<file path="config.mk">
export PLATFORM = sky130hd
export DESIGN_NAME = pic_ctrl
export DESIGN_NICKNAME = d
export VERILOG_FILES = /design/src/rtl/pic_pkg.sv /design/src/rtl/pic_control.sv /design/src/rtl/pic_datapath.sv /design/src/rtl/pic_ctrl.sv
export SDC_FILE = /design/constraint.sdc
export NUM_CORES = 1
export LEC_CHECK = 0
export ABC_AREA = 1
export CORE_ASPECT_RATIO = 0.6
export CORE_MARGIN = 4
export CORE_UTILIZATION = 25
export CTS_BUF_LIST = sky130_fd_sc_hd__clkbuf_4
export CTS_CLUSTER_SIZE = 28
export DETAILED_ROUTE_END_ITERATION = 16
export GPL_TIMING_DRIVEN = 0
export MAX_ROUTING_LAYER = met4
export PLACE_DENSITY = 0.55
export SLEW_MARGIN = 10
export SYNTH_ARGS = -nofsm -noshare
export SYNTH_HDL_FRONTEND = slang
export SYNTH_SLANG_ARGS = --single-unit
</file>
<file path="constraint.sdc">
create_clock -name clk -period 2.6 [get_ports clk]
set_input_delay 0.52 -clock clk [delete_from_list [all_inputs] [get_ports clk]]
set_output_delay 0.52 -clock clk [all_outputs]
set_load 0.02 [all_outputs]
</file>
<file path="src/rtl/pic_pkg.sv">
package pic_pkg;
  localparam int unsigned PIC_LINES = 8;
  localparam int unsigned PIC_IDX_W = $clog2(PIC_LINES);

  typedef enum logic [1:0] {
    CFG_BASE = 2'd0,
    CFG_MASK = 2'd1,
    CFG_EOI  = 2'd2
  } cfgSel_e;

  typedef struct packed {
    logic                 intrNext;
    logic                 takeAck;
    logic [PIC_IDX_W-1:0] ackIdx;
    logic                 drvVec;
    logic                 fwdAck;
    logic                 clrIsr;
    logic [PIC_IDX_W-1:0] eoiIdx;
    logic                 loadBase;
    logic                 loadMask;
  } picStrobes_t;
endpackage

</file>
<file path="src/rtl/pic_control.sv">
module pic_control
  import pic_pkg::*;
#(
  parameter bit          CASCADE_EN   = 1'b0,
  parameter int unsigned CASCADE_LINE = 2
) (
  input  logic [PIC_LINES-1:0] irqReq,
  input  logic [PIC_LINES-1:0] mask,
  input  logic [PIC_LINES-1:0] isr,
  input  logic                 ackIn,
  input  logic                 cfgWr,
  input  logic [1:0]           cfgSel,
  input  logic [PIC_IDX_W-1:0] eoiLine,
  output picStrobes_t          strb
);
  logic [PIC_LINES-1:0] pending;
  logic                 winValid;
  logic [PIC_IDX_W-1:0] winIdx;
  logic                 blocked;

  assign pending = irqReq & ~mask;

  // Scan from most to least urgent; an in-service line stops the scan,
  // so that line and everything below it must wait.
  always_comb begin
    winValid = 1'b0;
    winIdx   = '0;
    blocked  = 1'b0;
    for (int i = 0; i < PIC_LINES; i++) begin
      if (!blocked && !winValid) begin
        if (isr[i]) begin
          blocked = 1'b1;
        end else if (pending[i]) begin
          winValid = 1'b1;
          winIdx   = PIC_IDX_W'(i);
        end
      end
    end
  end

  logic toLink;
  generate
    if (CASCADE_EN) begin : g_link
      assign toLink = (winIdx == PIC_IDX_W'(CASCADE_LINE));
    end else begin : g_noLink
      assign toLink = 1'b0;
    end
  endgenerate

  always_comb begin
    strb          = '0;
    strb.intrNext = winValid && !ackIn;
    strb.takeAck  = winValid && ackIn;
    strb.ackIdx   = winIdx;
    strb.fwdAck   = winValid && ackIn && toLink;
    strb.drvVec   = winValid && ackIn && !toLink;
    strb.clrIsr   = cfgWr && (cfgSel == CFG_EOI);
    strb.eoiIdx   = eoiLine;
    strb.loadBase = cfgWr && (cfgSel == CFG_BASE);
    strb.loadMask = cfgWr && (cfgSel == CFG_MASK);
  end
endmodule

</file>
<file path="src/rtl/pic_datapath.sv">
module pic_datapath
  import pic_pkg::*;
#(
  parameter int unsigned VEC_W = 8
) (
  input  logic                 clk,
  input  logic                 rst_n,
  input  picStrobes_t          strb,
  input  logic [VEC_W-1:0]     cfgData,
  output logic [PIC_LINES-1:0] mask,
  output logic [PIC_LINES-1:0] isr,
  output logic                 intrOut,
  output logic [VEC_W-1:0]     vecOut,
  output logic                 vecOe,
  output logic                 fwdAck
);
  localparam int unsigned BASE_W = VEC_W - PIC_IDX_W;

  logic [BASE_W-1:0] base;

  generate
    for (genvar g = 0; g < PIC_LINES; g++) begin : g_isr
      logic setBit, clrBit;
      assign setBit = strb.takeAck && (strb.ackIdx == PIC_IDX_W'(g));
      assign clrBit = strb.clrIsr && (strb.eoiIdx == PIC_IDX_W'(g));
      always_ff @(posedge clk) begin
        if (!rst_n)      isr[g] <= 1'b0;
        else if (setBit) isr[g] <= 1'b1;
        else if (clrBit) isr[g] <= 1'b0;
      end
    end
  endgenerate

  always_ff @(posedge clk) begin
    if (!rst_n) begin
      base    <= '0;
      mask    <= '0;
      intrOut <= 1'b0;
      vecOut  <= '0;
      vecOe   <= 1'b0;
      fwdAck  <= 1'b0;
    end else begin
      if (strb.loadBase) base <= cfgData[VEC_W-1:PIC_IDX_W];
      if (strb.loadMask) mask <= cfgData[PIC_LINES-1:0];
      intrOut <= strb.intrNext;
      vecOe   <= strb.drvVec;
      fwdAck  <= strb.fwdAck;
      if (strb.drvVec) vecOut <= {base, strb.ackIdx};
    end
  end
endmodule

</file>
<file path="src/rtl/pic_ctrl.sv">
module pic_ctrl
  import pic_pkg::*;
#(
  parameter int unsigned VEC_W        = 8,
  parameter bit          CASCADE_EN   = 1'b0,
  parameter int unsigned CASCADE_LINE = 2
) (
  input  logic                 clk,
  input  logic                 rst_n,
  input  logic [PIC_LINES-1:0] irqReq,
  input  logic                 ackIn,
  input  logic                 cfgWr,
  input  logic [1:0]           cfgSel,
  input  logic [VEC_W-1:0]     cfgData,
  output logic                 intrOut,
  output logic [VEC_W-1:0]     vecOut,
  output logic                 vecOe,
  output logic                 fwdAck
);
  picStrobes_t          strb;
  logic [PIC_LINES-1:0] mask;
  logic [PIC_LINES-1:0] isr;

  pic_control #(.CASCADE_EN(CASCADE_EN), .CASCADE_LINE(CASCADE_LINE)) u_ctl (
    .irqReq (irqReq),
    .mask   (mask),
    .isr    (isr),
    .ackIn  (ackIn),
    .cfgWr  (cfgWr),
    .cfgSel (cfgSel),
    .eoiLine(cfgData[PIC_IDX_W-1:0]),
    .strb   (strb)
  );

  pic_datapath #(.VEC_W(VEC_W)) u_dp (
    .clk    (clk),
    .rst_n  (rst_n),
    .strb   (strb),
    .cfgData(cfgData),
    .mask   (mask),
    .isr    (isr),
    .intrOut(intrOut),
    .vecOut (vecOut),
    .vecOe  (vecOe),
    .fwdAck (fwdAck)
  );
endmodule

</file>
==> flow_summary.json <==
{
  "synth_cells": 228,
  "synth_top_area_share_pct": 38.5,
  "switching_share_pct": 33.7,
  "fmax_mhz": 426,
  "synth_top_family_by_area": "simple AND/OR/NAND/NOR gates",
  "cts_buffers": 5,
  "synth_top_flop_cell": "dfxtp_1",
  "crit_path_max_fanout": 10,
  "required_ps": 2860,
  "wl_um": 4560,
  "cts_setup_buffers": 0,
  "crit_family": "simple AND/OR/NAND/NOR gates",
  "final_cells": 351,
  "irDropWorstVdd_mv": 0.203,
  "nNetsFinal": 288,
  "seqCellArea_um2": 621,
  "critPathMaxStageDelay_ps": 490,
  "hold_class": "reg -> reg",
  "worstHoldStart": "u_dp.vecOut[5]",
  "synth_simple_gate_area_share_pct": 35.5,
  "via_per_inst": 4.55,
  "final.setup_skew_ps": 16.8,
  "critPathMostFrequentCell": "nand2_2",
  "hold_viol": 0,
  "rsz0062_at_grt": "false",
  "cts.sink_count": 31,
  "critPathSlowestCell": "clkdlybuf4s50_1",
  "rrSetupSlack_ps": 460,
  "layout_common_cells": "nor2_1 (34), nand2_1 (32), clkdlybuf4s50_1 (31), dfxtp_1 (31)",
  "rows": 22,
  "path_cells": "clkdlybuf4s50_1 -> nand2_2 -> a21oi_2 -> nand2_2 -> nor2_4 -> nor2_2 -> a21oi_2 -> nand2_2 -> nor2_2 -> nand2_1 -> nand2_4 -> clkbuf_4 -> nand3_1 -> a21oi_1",
  "antenna_left": 0,
  "synthTopCellsByArea": "dfxtp_1 (39%), nor2_1 (7.9%), nand2_1 (7.5%), a21oi_1 (6.5%), nand4_1 (5.8%)",
  "finalCriticalPeriod_ps": 2340,
  "dp.cells": 343,
  "drt-initial-drc-count": 61,
  "final.period_utilization_pct": 90.2,
  "multiInputGateArea_um2": 857,
  "synth-compound-area-share_pct": 17.5,
  "core_area_um2": 6170,
  "ys_ff_latch": 31,
  "startpoint": "irqReq[0]",
  "yosysUniqueCellTypes": 33,
  "reg2reg_from": "u_dp.isr[1]",
  "arrival_ps": 2610,
  "startpoint_type": "input pin",
  "grt.overflow.total": 0,
  "portBuffers": 31,
  "outcome": "finished clean",
  "clock-root-buffer": "clkbuf_4",
  "pwr-share-clk_pct": 26.1,
  "drc": 0,
  "synth-xor-area-share_pct": 0,
  "max_slew_margin_pct": 48.5,
  "endpoint_kind": "flip-flop",
  "grt_use_total_pct": 12.6,
  "final_common_cell": "nor2_1",
  "synth_top_area_cell": "dfxtp_1",
  "synthAdderAreaFrac_pct": 0,
  "finalMaxSlewViolations": 0,
  "p_switching_mw": 0.386,
  "num_vias": 1597,
  "insertion_delay_ps": 340,
  "clkTransAtPathRegs_ps": 100,
  "start_util_pct": 26.1,
  "crit_buf_inv": 2,
  "antenna_found_initial": 0,
  "grt_pass1_wl_um": 7740,
  "die_y_um": 70.2,
  "yosys_warnings": 0,
  "io_pins": 33,
  "path_class": "in -> reg",
  "avgSynthCellArea_um2": 7.06,
  "max_cap_violations": 0,
  "p_int_mw": 0.760,
  "wire_per_inst_um": 13.0,
  "place_congestion": 0.854,
  "clock_path_buffers": 2,
  "seqPwrFrac_pct": 45.9,
  "final.setup.worst_slack_ps": 255,
  "combPwrFrac_pct": 28.0,
  "grt_pass1_vias": 1634,
  "setup-violations-final": 0,
  "htree_levels": 2,
  "p_leak_nw": 0.815,
  "pre_cts_ws_ps": -130,
  "fillCellCount": 685,
  "cts_tree": "built",
  "async_flop_share_pct": 0,
  "grt_max_degree": 11,
  "synth_edf_count": 0,
  "synth_fp_nets": 250,
  "ys_seq_area_share_pct": 38.5,
  "powerDensity_nw_per_um2": 550,
  "first_pass_iters": 4,
  "syn_area_um2": 1610,
  "worst_pin_slew_ps": 766,
  "power_mw": 1.15,
  "hpwl_um": 3600,
  "antenna_cells": 0,
  "die_w_um": 112,
  "final_layout_size_suffix_gt1_share_pct": 12.4,
  "area_delta_synth_final_pct": 29.5,
  "synthMuxAreaShare_pct": 0,
  "die-area_um2": 7830
}
cell type report:
class                   instances  share of cell area, %
plain buffers                   7                   1.98
well taps                      84                   5.04
multi-input cells             165                   41.1
clock inverters                 1                  0.240
inverters                      25                   4.50
flip-flops and latches         31                   29.8
repair buffers                 31                   14.9
clock buffers                   7                   2.52
worst register-to-register path, stage by stage (launching register included):
cell and delay (ps):
dfxtp_1 450, nor2_1 70, nand2_1 80, nand3_1 120, nand2_2 120, inv_2 50, a21oi_4 180, o21a_2 200
nand2_1 110, nor2_4 160, nand2_4 80, nand2_2 80, buf_6 150, a21oi_1 80, o21a_1 110
power by group through the flow:
stage | Sequential (mW) | Clock (mW) | Combinational [mW]
floorplan | 0.542 | 0 | 0.207
global placement | 0.537 | 0 | 0.318
detailed placement | 0.537 | 0 | 0.321
CTS | 0.526 | 0.304 | 0.323
global route | 0.530 | 0.322 | 0.360
finish | 0.526 | 0.300 | 0.321
sequential cells by signal (all words and copies together) (netlist names):
signal	cells
u_dp.base	5
u_dp.isr	8
u_dp.vecOut	8
u_dp.intrOut	1
u_dp.mask	8
u_dp.vecOe	1
metal layers:
| layer | wire length [um] | part of all wire (%) | vias to the layer above | GRT usage (%) |
|---|---|---|---|---|
| met5 | 0 | 0 | - | - |
| met4 | 59 | 1.3 | 0 | 3.91 |
| met3 | 295 | 6.5 | 9 | 3.12 |
| met2 | 1690 | 37 | 49 | 17.0 |
| met1 | 2520 | 55 | 700 | 18.1 |
| li1 | - | - | 839 | - |
kinds of logic after synthesis:
family          after synthesis
compound gates               46
buf+inv                      32
flops                        31
other cells                   1
simple gates                118
repair_timing:
item,CTS,global route
gates resized for setup,0,1
endpoints found under the hold margin,0,0
hold buffers,0,0
endpoints found under the setup margin,0,1
metrics by stage:
step                cell area [um^2]  hold slack, ps  util (%)  TNS, ps
detailed placement              2030             454      32.9    -1320
global route                    2090             498      33.8        0
CTS                             2080             469      33.8        0
global placement                2030             453      32.9     -849
finish                          2090             465      33.8        0
floorplan                       1610             443         -        0
synthesized netlist by cell type (2+ instances only):
master / number
nand3_1: 18
a21oi_1: 21
nand4_1: 15
o21ai_0: 13
nor2_4: 3
o21a_1: 2
a21oi_2: 3
dfxtp_1: 31
clkbuf_1: 3
or2_1: 2
nor2_1: 34
nor3_1: 3
nor2_2: 3
nand2_2: 5
inv_2: 3
nand2_1: 32
inv_1: 21
final timing paths:
check                                      end  depth (start not counted)
worst max-delay path            u_dp.vecOut[3]                         14
worst min-delay path            u_dp.vecOut[5]                          2
worst max register to register  u_dp.vecOut[0]                         14
worst min register to register  u_dp.vecOut[5]                          2
Power figures use the tool's default switching activity.
